--- config.mk ---
export PLATFORM = sky130hd
export DESIGN_NAME = flash_accel_ctrl
export DESIGN_NICKNAME = d
export VERILOG_FILES = /design/src/rtl/fa_pkg.sv /design/src/rtl/fa_regs.sv /design/src/rtl/fa_timer.sv /design/src/rtl/fa_line_buf.sv /design/src/rtl/flash_accel_ctrl.sv
export SDC_FILE = /design/constraint.sdc
export NUM_CORES = 1
export LEC_CHECK = 0
export BUFFER_PORTS_ARGS = -buffer_cell sky130_fd_sc_hd__buf_2
export CAP_MARGIN = 20
export CELL_PAD_IN_SITES_DETAIL_PLACEMENT = 1
export CELL_PAD_IN_SITES_GLOBAL_PLACEMENT = 2
export CORE_ASPECT_RATIO = 0.75
export CORE_UTILIZATION = 40
export CTS_CLUSTER_DIAMETER = 200
export DETAILED_ROUTE_END_ITERATION = 10
export PLACE_DENSITY = 0.8
export SKIP_CTS_REPAIR_TIMING = 1
export SLEW_MARGIN = 10
export SYNTH_ARGS = -nofsm -noshare
export SYNTH_HDL_FRONTEND = slang
export SYNTH_SLANG_ARGS = --single-unit
--- constraint.sdc ---
create_clock -name clk -period 2.6 [get_ports clk]
set_input_delay 0.26 -clock clk [delete_from_list [all_inputs] [get_ports clk]]
set_output_delay 0.26 -clock clk [all_outputs]
set_load 0.01 [all_outputs]
--- src/rtl/fa_pkg.sv ---
package fa_pkg;
  typedef enum logic [1:0] {
    LVL_OFF  = 2'b00,
    LVL_INSN = 2'b01,
    LVL_ALL  = 2'b10
  } acc_lvl_e;

  localparam logic [1:0] LVL_RSVD = 2'b11;
endpackage

--- src/rtl/fa_regs.sv ---
module fa_regs
  import fa_pkg::*;
#(
  parameter int REG_AW = 4,
  parameter int TIM_W  = 3
) (
  input  logic              clk,
  input  logic              rst_n,
  input  logic              reg_wr,
  input  logic [REG_AW-1:0] reg_addr,
  input  logic [7:0]        reg_wdata,
  output logic [7:0]        reg_rdata,
  output acc_lvl_e          lvl,
  output logic [TIM_W-1:0]  wait_len,
  output logic              flush
);
  localparam logic [REG_AW-1:0] OFS_LVL = REG_AW'(0);
  localparam logic [REG_AW-1:0] OFS_TIM = REG_AW'(4);

  acc_lvl_e         lvl_q, lvl_d;
  logic [TIM_W-1:0] tim_q, tim_d;
  logic             lvl_we, tim_we;

  always_comb begin
    lvl_d  = lvl_q;
    tim_d  = tim_q;
    flush  = 1'b0;
    lvl_we = reg_wr && (reg_addr == OFS_LVL) && (reg_wdata[1:0] != LVL_RSVD)
             && (reg_wdata[1:0] != lvl_q);
    tim_we = reg_wr && (reg_addr == OFS_TIM);
    if (lvl_we) begin
      lvl_d = acc_lvl_e'(reg_wdata[1:0]);
      flush = 1'b1;
    end
    if (tim_we) begin
      tim_d = (reg_wdata[TIM_W-1:0] == '0) ? TIM_W'(1) : reg_wdata[TIM_W-1:0];
    end
  end

  always_ff @(posedge clk or negedge rst_n) begin
    if (!rst_n) begin
      lvl_q <= LVL_OFF;
      tim_q <= '1;
    end else begin
      if (lvl_we) lvl_q <= lvl_d;
      if (tim_we) tim_q <= tim_d;
    end
  end

  always_comb begin
    reg_rdata = 8'h00;
    if (reg_addr == OFS_LVL) reg_rdata = {6'b0, lvl_q};
    else if (reg_addr == OFS_TIM) reg_rdata = 8'(tim_q);
  end

  assign lvl      = lvl_q;
  assign wait_len = tim_q;

  AST_LVL_LEGAL: assert property (@(posedge clk) disable iff (!rst_n)
    lvl_q != LVL_RSVD);
  AST_RSVD_IGNORED: assert property (@(posedge clk) disable iff (!rst_n)
    (reg_wr && reg_addr == OFS_LVL && reg_wdata[1:0] == LVL_RSVD) |=> $stable(lvl_q));
  AST_TIM_NONZERO: assert property (@(posedge clk) disable iff (!rst_n)
    tim_q != '0);
endmodule

--- src/rtl/fa_timer.sv ---
module fa_timer #(
  parameter int TIM_W = 3
) (
  input  logic             clk,
  input  logic             rst_n,
  input  logic             active,
  input  logic [TIM_W-1:0] limit,
  output logic             done
);
  localparam int CW = TIM_W + 1;

  logic [TIM_W-1:0] cnt_q, cnt_d;
  logic [CW-1:0]    elapsed;

  always_comb begin
    elapsed = {1'b0, cnt_q} + CW'(1);
    done    = active && (elapsed >= {1'b0, limit});
    cnt_d   = (active && !done) ? cnt_q + TIM_W'(1) : '0;
  end

  always_ff @(posedge clk or negedge rst_n) begin
    if (!rst_n) cnt_q <= '0;
    else        cnt_q <= cnt_d;
  end

  AST_IDLE_RESTARTS: assert property (@(posedge clk) disable iff (!rst_n)
    (!active || done) |=> cnt_q == '0);
endmodule

--- src/rtl/fa_line_buf.sv ---
module fa_line_buf #(
  parameter int TAG_W  = 14,
  parameter int LINE_W = 128
) (
  input  logic              clk,
  input  logic              rst_n,
  input  logic              flush,
  input  logic              fill,
  input  logic [TAG_W-1:0]  tag_in,
  input  logic [LINE_W-1:0] line_in,
  output logic              hit,
  output logic [LINE_W-1:0] line_out
);
  logic              valid_q, valid_d;
  logic [TAG_W-1:0]  tag_q;
  logic [LINE_W-1:0] line_q;

  always_comb begin
    valid_d = valid_q;
    if (fill)  valid_d = 1'b1;
    if (flush) valid_d = 1'b0;
  end

  always_ff @(posedge clk or negedge rst_n) begin
    if (!rst_n) begin
      valid_q <= 1'b0;
      tag_q   <= '0;
      line_q  <= '0;
    end else begin
      valid_q <= valid_d;
      if (fill) begin
        tag_q  <= tag_in;
        line_q <= line_in;
      end
    end
  end

  assign hit      = valid_q && (tag_q == tag_in);
  assign line_out = line_q;

  AST_FLUSH_EMPTIES: assert property (@(posedge clk) disable iff (!rst_n)
    flush |=> !valid_q);
endmodule

--- src/rtl/flash_accel_ctrl.sv ---
module flash_accel_ctrl
  import fa_pkg::*;
#(
  parameter int ADDR_W = 16,
  parameter int DATA_W = 32,
  parameter int WORDS  = 4,
  parameter int TIM_W  = 3,
  parameter int REG_AW = 4,
  localparam int OFF_W   = $clog2(WORDS),
  localparam int LINE_AW = ADDR_W - OFF_W,
  localparam int LINE_W  = DATA_W * WORDS
) (
  input  logic               clk,
  input  logic               rst_n,
  input  logic               reg_wr,
  input  logic [REG_AW-1:0]  reg_addr,
  input  logic [7:0]         reg_wdata,
  output logic [7:0]         reg_rdata,
  input  logic               cpu_req,
  input  logic               cpu_is_data,
  input  logic [ADDR_W-1:0]  cpu_addr,
  output logic               cpu_ready,
  output logic [DATA_W-1:0]  cpu_rdata,
  output logic               fl_req,
  output logic [LINE_AW-1:0] fl_addr,
  input  logic [LINE_W-1:0]  fl_rdata
);
  localparam int NBUF = 2; // index 0: instruction line, 1: data line

  acc_lvl_e         lvl;
  logic [TIM_W-1:0] wait_len;
  logic             flush, done, hit;
  logic [LINE_AW-1:0] line_tag;
  logic [OFF_W-1:0]   word_idx;
  logic [NBUF-1:0]    buf_hit, buf_use, buf_fill;
  logic [LINE_W-1:0]  buf_line [NBUF];
  logic [LINE_W-1:0]  line_sel;

  fa_regs #(.REG_AW(REG_AW), .TIM_W(TIM_W)) u_regs (
    .clk(clk), .rst_n(rst_n), .reg_wr(reg_wr), .reg_addr(reg_addr),
    .reg_wdata(reg_wdata), .reg_rdata(reg_rdata), .lvl(lvl),
    .wait_len(wait_len), .flush(flush)
  );

  assign line_tag = cpu_addr[ADDR_W-1:OFF_W];
  assign word_idx = cpu_addr[OFF_W-1:0];

  always_comb begin
    buf_use[0]  = !cpu_is_data && (lvl != LVL_OFF);
    buf_use[1]  =  cpu_is_data && (lvl == LVL_ALL);
    buf_fill[0] = done && buf_use[0];
    buf_fill[1] = done && buf_use[1];
  end

  for (genvar g = 0; g < NBUF; g++) begin : g_buf
    fa_line_buf #(.TAG_W(LINE_AW), .LINE_W(LINE_W)) u_buf (
      .clk(clk), .rst_n(rst_n), .flush(flush), .fill(buf_fill[g]),
      .tag_in(line_tag), .line_in(fl_rdata), .hit(buf_hit[g]),
      .line_out(buf_line[g])
    );
  end

  assign hit     = cpu_req && |(buf_hit & buf_use);
  assign fl_req  = cpu_req && !hit;
  assign fl_addr = line_tag;

  fa_timer #(.TIM_W(TIM_W)) u_timer (
    .clk(clk), .rst_n(rst_n), .active(fl_req), .limit(wait_len), .done(done)
  );

  always_comb begin
    if (hit) line_sel = cpu_is_data ? buf_line[1] : buf_line[0];
    else     line_sel = fl_rdata;
    cpu_rdata = line_sel[word_idx*DATA_W +: DATA_W];
    cpu_ready = hit || done;
  end

  AST_OFF_ALL_FLASH: assert property (@(posedge clk) disable iff (!rst_n)
    (cpu_req && lvl == LVL_OFF) |-> fl_req);
  AST_INSN_LVL_DATA_FLASH: assert property (@(posedge clk) disable iff (!rst_n)
    (cpu_req && cpu_is_data && lvl == LVL_INSN) |-> fl_req);
  AST_SINGLE_CLK_MISS: assert property (@(posedge clk) disable iff (!rst_n)
    (fl_req && wait_len == TIM_W'(1)) |-> cpu_ready);
  AST_HIT_NEEDS_LVL: assert property (@(posedge clk) disable iff (!rst_n)
    (cpu_ready && !fl_req) |-> (lvl != LVL_OFF));
endmodule

==> reports/metrics.cfg, run 1 <==
[outcome]
status=complete, but fails checks
failed_checks=setup timing

[detailed_routing]
detail_route.vias_per_cell=5.15
wl_per_cell_um=22.0
initialDrtViolationCount=440
ant_nets=0
drc=0
postRouteWirelength_um=39200
first_pass_iters=4
vias=9185

[global_routing]
use_met1_pct=28.5
grt_max_degree=83
busiest_layer=met2
grt.overflow.total=0
grt_pass1_vias=9499
grt_pass1_wl_um=57300
grt_usage_pct=19.3
use_met2_pct=29.7
grt_use_met3_pct=3.33
antenna_found_initial=1

[floorplanning]
start_util_pct=40.6
coreArea_um2=37100
die_y_um=170
rows=61
die-width_um=226
die_area_um2=38400
ios=217

[power_and_ir_drop]
irDropWorstVdd_mv=0.501
power.density_nw_per_um2=932
p_leak_uw=0.00870

[synthesis]
syn_inst=902
synth_edf_count=0
synth_warnings=0
yosys-top-cells-count=291 x dfrtp_1, 214 x mux2_2, 120 x mux2_4
ys_seq_area_share_pct=48.9
async_flop_share_pct=100
synth_area_um2=15000
avgSynthCellArea_um2=16.7
ys_ff_latch=294
synth_area_leaders=dfrtp_1 48%, mux2_2 16%, mux4_2 14%
yosysTopAreaCell=dfrtp_1
ys_types=36
synth.most_common_cell=dfrtp_1
synth_top_area_share_pct=48.4
synth_top_flop_cell=dfrtp_1

[timing]
relSlewSlack_pct=49.1
fmax_mhz=331
hold_violations=0
timing.hold.ws_ps=12.8
drv_slew=0
worst_pin_slew_ps=764
period_share_pct=116
rsz0062_at_grt=true
period_needed_ps=3020
fin_skew_ps=11.1
setup_slack_ps=-425
setup_viol=33

[clock_tree]
cts.sinks=294
cts_tree=yes
clkLatencyLatePin_ps=570
clockBufferDepth=3
clk_pin_slew_ps=60
cts_made_buffers=31
htree_levels=1
cts-root-buf=clkbuf_16

[critical_path]
required_ps=2340
reg2reg_setup_slack_ps=80
end_kind=output port
cp_data_arrival_time_ps=2760
worstPathMaxFanout=18
reg2reg_from=u_regs.lvl[1]
path_class=reg2out
start_kind=flip-flop
cp-startpoint=u_regs.lvl[0]

[hold_path]
min_path_type=in2reg
worstHoldStart=cpu_addr[7]

[layout]
fin_nets=1423
synthToLayoutAreaGrowth_pct=29.6
drive_gt1_share_pct=58.7
fin_util_pct=52.6

[placement]
gp_congestion=0.758
port_buffers=206
dp_hpwl_um=24500

[flow_run]
maxCapViolCount=0

==> power breakdown <==
part,switching [uW],internal (uW)
Sequential,1230,6750
Combinational,1770,3990
Clock,1830,2610
==> area by class of cell <==
cell class	count	area, um2
clock inverters	3	40.0
diodes	1	2.50
multi-input cells	528	7240
well taps	504	631
flip-flops and latches	294	7360
inverters	6	22.5
clock buffers	51	971
fillers	3601	17600
repair buffers	397	3240
==> kinds of logic after synthesis <==
family,after synthesis,share of synthesized area [%]
AO/OA/AOI/OAI,13,0.565
XOR/XNOR,29,1.69
adder cells (fa/ha/maj),4,0.333
buffers and inverters,84,3.53
flip-flops,294,48.9
multiplexers,448,43.7
other,1,0.0249
AND/OR/NAND/NOR,29,1.22
==> cell usage in the layout (no fill, tap or decap), drive strengths merged, types with 2 or more instances in the layout <==
master	count
mux2	352
dfrtp	291
buf	262
dlygate4sd3	135
mux4	96
clkbuf	51
xnor2	28
nand4	8
inv	6
nand2	5
conb	5
ha	4
and3	4
a21oi	3
nor2	3
dfstp	3
nor4	3
o21ai	3
a22o	2
o21a	2
clkinv	2
==> critical path, stage by stage, from the launching register on <==
cell and delay [ps]:
dfrtp_1 430, and3b_1 280, nand4_1 230, nor4_4 290, o21ai_4 130, buf_12 190
mux4_2 480, buf_6 150
==> layer usage <==
| metal | vias to the layer above | routed length, um |
|---|---|---|
| li1 | 4088 | - |
| met1 | 4915 | 18100 |
| met2 | 134 | 19300 |
| met3 | 48 | 1200 |
| met4 | 0 | 621 |
| met5 | - | 0 |
==> state kept, by name, summed over array words and instances (netlist names) <==
name	cells
u_regs.lvl	2
u_timer.cnt_q	3
g_buf.u_buf.valid_q	2
u_regs.wait_len	3
g_buf.u_buf.line_out	256
g_buf.u_buf.tag_q	28
==> per-stage QoR <==
step / setup TNS, ps / cell area [um2] / cells / total power, uW / setup slack, ps
after floorplan: 0 / 15100 / 906 / 12000 / 225
after global placement: 0 / 17000 / 1593 / 13100 / 70.1
after detailed placement: -32.8 / 17000 / 1593 / 13500 / -17.1
after CTS: -19630 / 18000 / 1647 / 18000 / -637
after global routing: -17120 / 19500 / 1784 / 19200 / -561
final: -12650 / 19500 / 1784 / 18200 / -425
==> path summary, 6_finish.rpt <==
check	end	cells after the start
min	g_buf[0].u_buf.tag_q[5]	2
max reg2reg	g_buf[0].u_buf.line_out[102]	8
min in group asynchronous	u_regs.lvl[1]	2
min reg2reg	g_buf[0].u_buf.line_out[61]	1
max	cpu_rdata[24]	7
max in group asynchronous	g_buf[0].u_buf.line_out[7]	3
Power figures use the tool's default switching activity.
==> run 2, diff against run 1 <==
--- a/config.mk
+++ b/config.mk
@@ -13,7 +13,7 @@
 export CORE_UTILIZATION = 40
 export CTS_CLUSTER_DIAMETER = 200
 export DETAILED_ROUTE_END_ITERATION = 10
-export PLACE_DENSITY = 0.8
+export PLACE_DENSITY = 0.83
 export SKIP_CTS_REPAIR_TIMING = 1
 export SLEW_MARGIN = 10
 export SYNTH_ARGS = -nofsm -noshare
==> constraint.sdc (replaced) <==
create_clock -name clk -period 2.6 [get_ports clk]
set_input_delay 0.39 -clock clk [delete_from_list [all_inputs] [get_ports clk]]
set_output_delay 0.39 -clock clk [all_outputs]
set_load 0.01 [all_outputs]
==> run 2 against run 1 <==
The run still ends with setup timing left. Maximum frequency shrank 3.6%. Via count shrank 4.1%. Clock power increased by 5.2%. Worst setup slack got worse by 110 ps. Critical path type unchanged. Critical endpoint is now cpu_rdata[29]. Highest routed layer is now met5.
==> reports/metrics.cfg, run 2 (synthesis results as in run 1) <==
[layout]
final_common_cell=dfrtp_1  ; unchanged
largest_reg_flops=256  ; unchanged
fin_cells=1688  ; was 1784
synthToLayoutAreaGrowth_pct=27.1  ; was 29.6%
fin_nets=1320  ; was 1423
drive_gt1_share_pct=67.3  ; was 58.7%
fin_util_pct=51.6  ; was 52.6%
final_cell_mix=291 x dfrtp_1, 199 x mux2_4, 192 x buf_2  ; was 291 x dfrtp_1, 214 x mux2_2, 184 x buf_2
fin_area_um2=19100  ; was 19500 um2

[global_routing]
antenna_found_initial=8  ; was 1
grt_usage_pct=19.4  ; was 19.3%
grt_max_degree=72  ; was 83
grt_use_met3_pct=3.87  ; was 3.33%
use_met1_pct=27.6  ; was 28.5%
grt_pass1_vias=9662  ; was 9499
grt.overflow.total=0  ; unchanged
use_met2_pct=30.6  ; was 29.7%
grt_pass1_wl_um=57900  ; was 57300 um
busiest_layer=met2  ; unchanged

[floorplanning]
coreArea_um2=37100  ; unchanged
die-width_um=226  ; unchanged
ios=217  ; unchanged
die_area_um2=38400  ; unchanged
die_y_um=170  ; unchanged
start_util_pct=40.6  ; unchanged
rows=61  ; unchanged

[critical_path]
reg2reg_from=u_regs.lvl[1]  ; unchanged
start_kind=flip-flop  ; unchanged
reg2reg_setup_slack_ps=30  ; was 80 ps
path_class=reg2out  ; unchanged
required_ps=2210  ; was 2340 ps
ff2ff_path_depth=9  ; was 8
end_kind=output port  ; unchanged
r2r-end=g_buf[0].u_buf.line_out[44]  ; was g_buf[0].u_buf.line_out[102]
cp_data_arrival_time_ps=2750  ; was 2760 ps
worstPathMaxFanout=11  ; was 18

[clock_tree]
cts.sinks=294  ; unchanged
clk_pin_slew_ps=60  ; about the same
cts_tree=yes  ; unchanged
clkLatencyLatePin_ps=560  ; was 570 ps
htree_levels=1  ; unchanged
cts_made_buffers=31  ; unchanged
cts-root-buf=clkbuf_16  ; unchanged
clockBufferDepth=3  ; unchanged

[timing]
rsz0062_at_grt=true  ; unchanged
period_share_pct=121  ; was 116%
fmax_mhz=319  ; was 331 MHz
period_needed_ps=3140  ; was 3020 ps
setup_viol=34  ; was 33
timing.hold.ws_ps=76.4  ; was 12.8 ps
worst_pin_slew_ps=621  ; was 764 ps
relSlewSlack_pct=58.0  ; was 49.1%
setup_slack_ps=-537  ; was -425 ps
hold_violations=0  ; unchanged
drv_slew=0  ; unchanged
fin_skew_ps=19.6  ; was 11.1 ps

[hold_path]
min_path_type=in2reg  ; unchanged
holdPathEnd=g_buf[1].u_buf.line_out[120]  ; was g_buf[0].u_buf.tag_q[5]
worstHoldStart=fl_rdata[120]  ; was cpu_addr[7]
hold_depth=2  ; unchanged

[outcome]
status=complete, but fails checks  ; unchanged
failed_checks=setup timing  ; unchanged

[placement]
dpl_cell_area_um2=17100  ; was 17000 um2
port_buffers=206  ; unchanged
numPlacedInstances=1601  ; was 1593
pre_cts_slack_ps=-64.2  ; was -17.1 ps
dp_hpwl_um=25200  ; was 24500 um
gp_congestion=0.770  ; was 0.758

[power_and_ir_drop]
p_leak_uw=0.00864  ; was 0.00870 uW
pwr-share-clk_pct=24.5  ; was 24.4%
p_sw_uw=5010  ; was 4840 uW
p_sw_share_pct=26.2  ; was 26.6%
combPwrFrac_pct=33.6  ; was 31.7%
internal-power_uw=14100  ; was 13400 uW
seq_power_share_pct=41.9  ; was 43.9%
irDropWorstVdd_mv=0.511  ; was 0.501 mV
power.density_nw_per_um2=999  ; was 932 nW/um2

[flow_run]
maxCapViolCount=0  ; unchanged

[detailed_routing]
ant_nets=0  ; unchanged
vias=8813  ; was 9185
initialDrtViolationCount=371  ; was 440
first_pass_iters=4  ; unchanged
detail_route.vias_per_cell=5.22  ; was 5.15
postRouteWirelength_um=39000  ; was 39200 um
wl_per_cell_um=23.1  ; was 22.0 um
drc=0  ; unchanged

[run 2: cell count changes in the layout (fill, tap and decap cells not counted), moves of 8 or more]
cell           previous run  this run
dlygate4sd3_1           135         1
mux2_1                   18        10
clkbuf_16                31        44
mux2_2                  214       143
buf_2                   184       192
mux2_4                  120       199
[run 2: through the flow]
step | power (uW) | setup TNS [ps]
2_1_floorplan | 12000 | 0
3_3_place_gp | 13200 | -944
3_5_place_dp | 13600 | -1330
4_1_cts | 18400 | -19730
5_1_grt | 20100 | -27130
6_report | 19100 | -16120
[run 2: area by class of cell]
class	count	area (um2)
Timing Repair Buffer	294	2500
Sequential cell	294	7360
Fill cell	3605	18000
Multi-Input combinational cell	528	7540
Tap cell	504	631
Inverter	6	22.5
Clock inverter	12	185
Antenna cell	5	12.5
Clock buffer	45	878
[run 2: power groups by stage]
| stage | Combinational [uW] | Sequential, uW | Clock [uW] |
|---|---|---|---|
| 2_1_floorplan | 4410 | 7540 | 0 |
| 6_report | 6430 | 8010 | 4670 |
| 3_5_place_dp | 5610 | 7970 | 0 |
| 4_1_cts | 5640 | 7950 | 4780 |
| 3_3_place_gp | 5340 | 7830 | 0 |
| 5_1_grt | 6900 | 8270 | 4950 |
[run 2: worst max path at each step]
| stage | startpoint | end | slack [ps] | cells past startpoint |
|---|---|---|---|---|
| final | g_buf[0].u_buf.tag_q[7] | cpu_rdata[29] | -540 | 8 |
| after global routing | g_buf[0].u_buf.tag_q[2] | cpu_rdata[29] | -630 | 8 |
| after CTS | g_buf[0].u_buf.tag_q[7] | cpu_rdata[29] | -650 | 8 |
| after detailed placement | cpu_addr[9] | cpu_rdata[17] | -60 | 9 |
| after global placement | cpu_is_data | cpu_rdata[17] | -60 | 9 |
| after floorplan | cpu_is_data | cpu_rdata[0] | 10 | 4 |
[run 2: layer usage]
metal  routed length, um  vias up
li1                    -     3899
met1               18100     4731
met2               18700      139
met3                1530       40
met4                 679        4
met5                  26        -
[run 2: critical path: stages (launching register included)]
cell	delay, ps
dfrtp_1	420
xnor2_2	230
nand4_1	170
nor4_2	290
buf_4	180
o21ai_4	90
buf_12	170
mux4_2	480
buf_6	150
==> run 3, diff against run 2 <==
--- a/config.mk
+++ b/config.mk
@@ -10,7 +10,7 @@
 export CELL_PAD_IN_SITES_DETAIL_PLACEMENT = 1
 export CELL_PAD_IN_SITES_GLOBAL_PLACEMENT = 2
 export CORE_ASPECT_RATIO = 0.75
-export CORE_UTILIZATION = 40
+export CORE_UTILIZATION = 38
 export CTS_CLUSTER_DIAMETER = 200
 export DETAILED_ROUTE_END_ITERATION = 10
 export PLACE_DENSITY = 0.83
==> constraint.sdc (replaced) <==
create_clock -name clk -period 2.7 [get_ports clk]
set_input_delay 0.405 -clock clk [delete_from_list [all_inputs] [get_ports clk]]
set_output_delay 0.405 -clock clk [all_outputs]
set_load 0.01 [all_outputs]
==> run 3 against run 2 <==
First-iteration DRC count up 11%. The flow still finishes with violations (setup timing). Hold slack better by 58 ps. Sequential cell count did not move. Total power fell by 5.7%. Critical path depth is the same. Combinational power shrank 12%. Sequential power fell by 4.4%. Worst setup slack better by 120 ps. Non-clock buffer count is 13 lower. Core utilization shrank 3.2 points. Sequential share of layout area up 0.94 points. Cell count down 0.30%.
==> reports/metrics.cfg, run 3 (synthesis results as in run 1) <==
[critical_path]
cp_data_arrival_time_ps=2710  ; was 2750 ps
worstPathMaxFanout=16  ; was 11
required_ps=2300  ; was 2210 ps
critPathBufInv=3  ; unchanged
end_kind=output port  ; unchanged
cpLargestDelayFamily=multiplexers  ; was buffers and inverters
crit_path_cell_trace=and3b_1 -> nand4_1 -> nor4_2 -> buf_4 -> o21ai_4 -> buf_12 -> mux4_2 -> buf_6  ; was xnor2_2 -> nand4_1 -> nor4_2 -> buf_4 -> o21ai_4 -> buf_12 -> mux4_2 -> buf_6
path_class=reg2out  ; unchanged
start_kind=flip-flop  ; unchanged
crit_slowest_cell=mux4_2  ; unchanged
slowest_delay_ps=570  ; was 480 ps

[clock_tree]
clk_pin_slew_ps=60  ; about the same
cts.sinks=294  ; unchanged
clkLatencyLatePin_ps=520  ; was 560 ps
htree_levels=2  ; was 1
clockBufferDepth=3  ; unchanged
cts_tree=yes  ; unchanged
cts-root-buf=clkbuf_16  ; unchanged
cts_made_buffers=34  ; was 31

[floorplanning]
rows=62  ; was 61
ios=217  ; unchanged
die-width_um=232  ; was 226 um
die_area_um2=40400  ; was 38400 um2
coreArea_um2=38600  ; was 37100 um2
start_util_pct=38.9  ; was 40.6%
die_y_um=174  ; was 170 um

[global_routing]
grt.overflow.total=0  ; unchanged
grt_max_degree=80  ; was 72
grt_usage_pct=18.8  ; was 19.4%
antenna_found_initial=7  ; was 8
use_met2_pct=29.1  ; was 30.6%
busiest_layer=met2  ; unchanged
grt_pass1_wl_um=59300  ; was 57900 um
grt_pass1_vias=9850  ; was 9662
grt_use_met3_pct=3.67  ; was 3.87%
use_met1_pct=27.0  ; was 27.6%

[timing]
worst_pin_slew_ps=685  ; was 621 ps
fmax_mhz=321
period_needed_ps=3120
tns_ps=-12550  ; was -16120 ps
timing.hold.ws_ps=135  ; was 76.4 ps
fin_skew_ps=16.0  ; was 19.6 ps
rsz0062_at_grt=true  ; unchanged
hold_violations=0  ; unchanged
setup_slack_ps=-417  ; was -537 ps
drv_slew=0  ; unchanged
relSlewSlack_pct=54.4  ; was 58.0%
setup_viol=36  ; was 34
period_share_pct=115

[detailed_routing]
initialDrtViolationCount=412  ; was 371
vias=8786  ; was 8813
postRouteWirelength_um=36900  ; was 39000 um
ant_nets=0  ; unchanged
detail_route.vias_per_cell=5.22  ; about the same
first_pass_iters=4  ; unchanged
wl_per_cell_um=21.9  ; was 23.1 um
drc=0  ; unchanged

[placement]
gp_congestion=0.737  ; was 0.770
dpl_cell_area_um2=17200  ; was 17100 um2
dp_hpwl_um=25100  ; was 25200 um
pre_cts_slack_ps=-17.8  ; was -64.2 ps
port_buffers=206  ; unchanged

[outcome]
status=complete, but fails checks  ; unchanged
failed_checks=setup timing  ; unchanged

[layout]
synthToLayoutAreaGrowth_pct=24.1  ; was 27.1%
fin_area_um2=18700  ; was 19100 um2
final_cell_mix=290 x dfrtp_1, 185 x buf_2, 174 x mux2_2  ; was 291 x dfrtp_1, 199 x mux2_4, 192 x buf_2
fin_nets=1310  ; was 1320
largest_reg_flops=256  ; unchanged
drive_gt1_share_pct=66.8  ; was 67.3%
final_common_cell=dfrtp_1  ; unchanged
num-fill-cells=3770  ; was 3605

[power_and_ir_drop]
p_leak_uw=0.00837  ; was 0.00864 uW
irDropWorstVdd_mv=0.566  ; was 0.511 mV
power.density_nw_per_um2=964  ; was 999 nW/um2

[hold_path]
min_path_type=in2reg  ; unchanged

[flow_run]
maxCapViolCount=0  ; unchanged

## run 3: changes by cell type in the layout (fill, tap and decap cells not counted), moves of 7 or more
cell       previous run  this run
clkbuf_16            44        37
buf_4                32        39
mux2_2              143       174
buf_2               192       185
buf_6                15        25
mux2_4              199       163
buf_8                 8         1
## run 3: final timing paths
path / start / slack (ps) / to / cells after the start
max in group asynchronous: rst_n / 1450 / g_buf[1].u_buf.line_out[100] / 3
min in group asynchronous: rst_n / 500 / g_buf[1].u_buf.tag_q[12] / 2
max: u_regs.lvl[1] / -420 / cpu_rdata[4] / 8
min reg2reg: g_buf[1].u_buf.line_out[124] / 480 / g_buf[1].u_buf.line_out[124] / 1
max reg2reg: u_regs.lvl[1] / -40 / g_buf[1].u_buf.tag_q[11] / 12
min: fl_rdata[123] / 130 / g_buf[1].u_buf.line_out[123] / 2
## run 3: final cells by class
type,count,area (um2),share of cell area (%)
diodes,4,10.0,0.0536
clock buffers,48,1040,5.55
clock inverters,10,105,0.563
inverters,6,22.5,0.121
multi-input cells,528,7370,39.5
flip-flops and latches,294,7360,39.4
well taps,512,641,3.43
repair buffers,281,2130,11.4
## run 3: routing by layer
layer | part of all wire, % | vias to the layer above
met5 | 0.035 | -
met4 | 2.1 | 2
met3 | 4.3 | 66
met2 | 47 | 154
met1 | 47 | 4692
li1 | - | 3872
## run 3: through the flow
step                total power (uW)  util, %  cells
detailed placement             13000     44.4   1615
finish                         18000     48.3   1683
floorplan                      11500        -    906
CTS                            17900     47.4   1673
global placement               12700     44.4   1615
global route                   19000     48.3   1680
## run 3: power by group
part | total, uW | internal (uW) | switching, uW
clock network | 4710 | 2860 | 1850
registers | 7660 | 6500 | 1160
logic | 5630 | 3950 | 1680
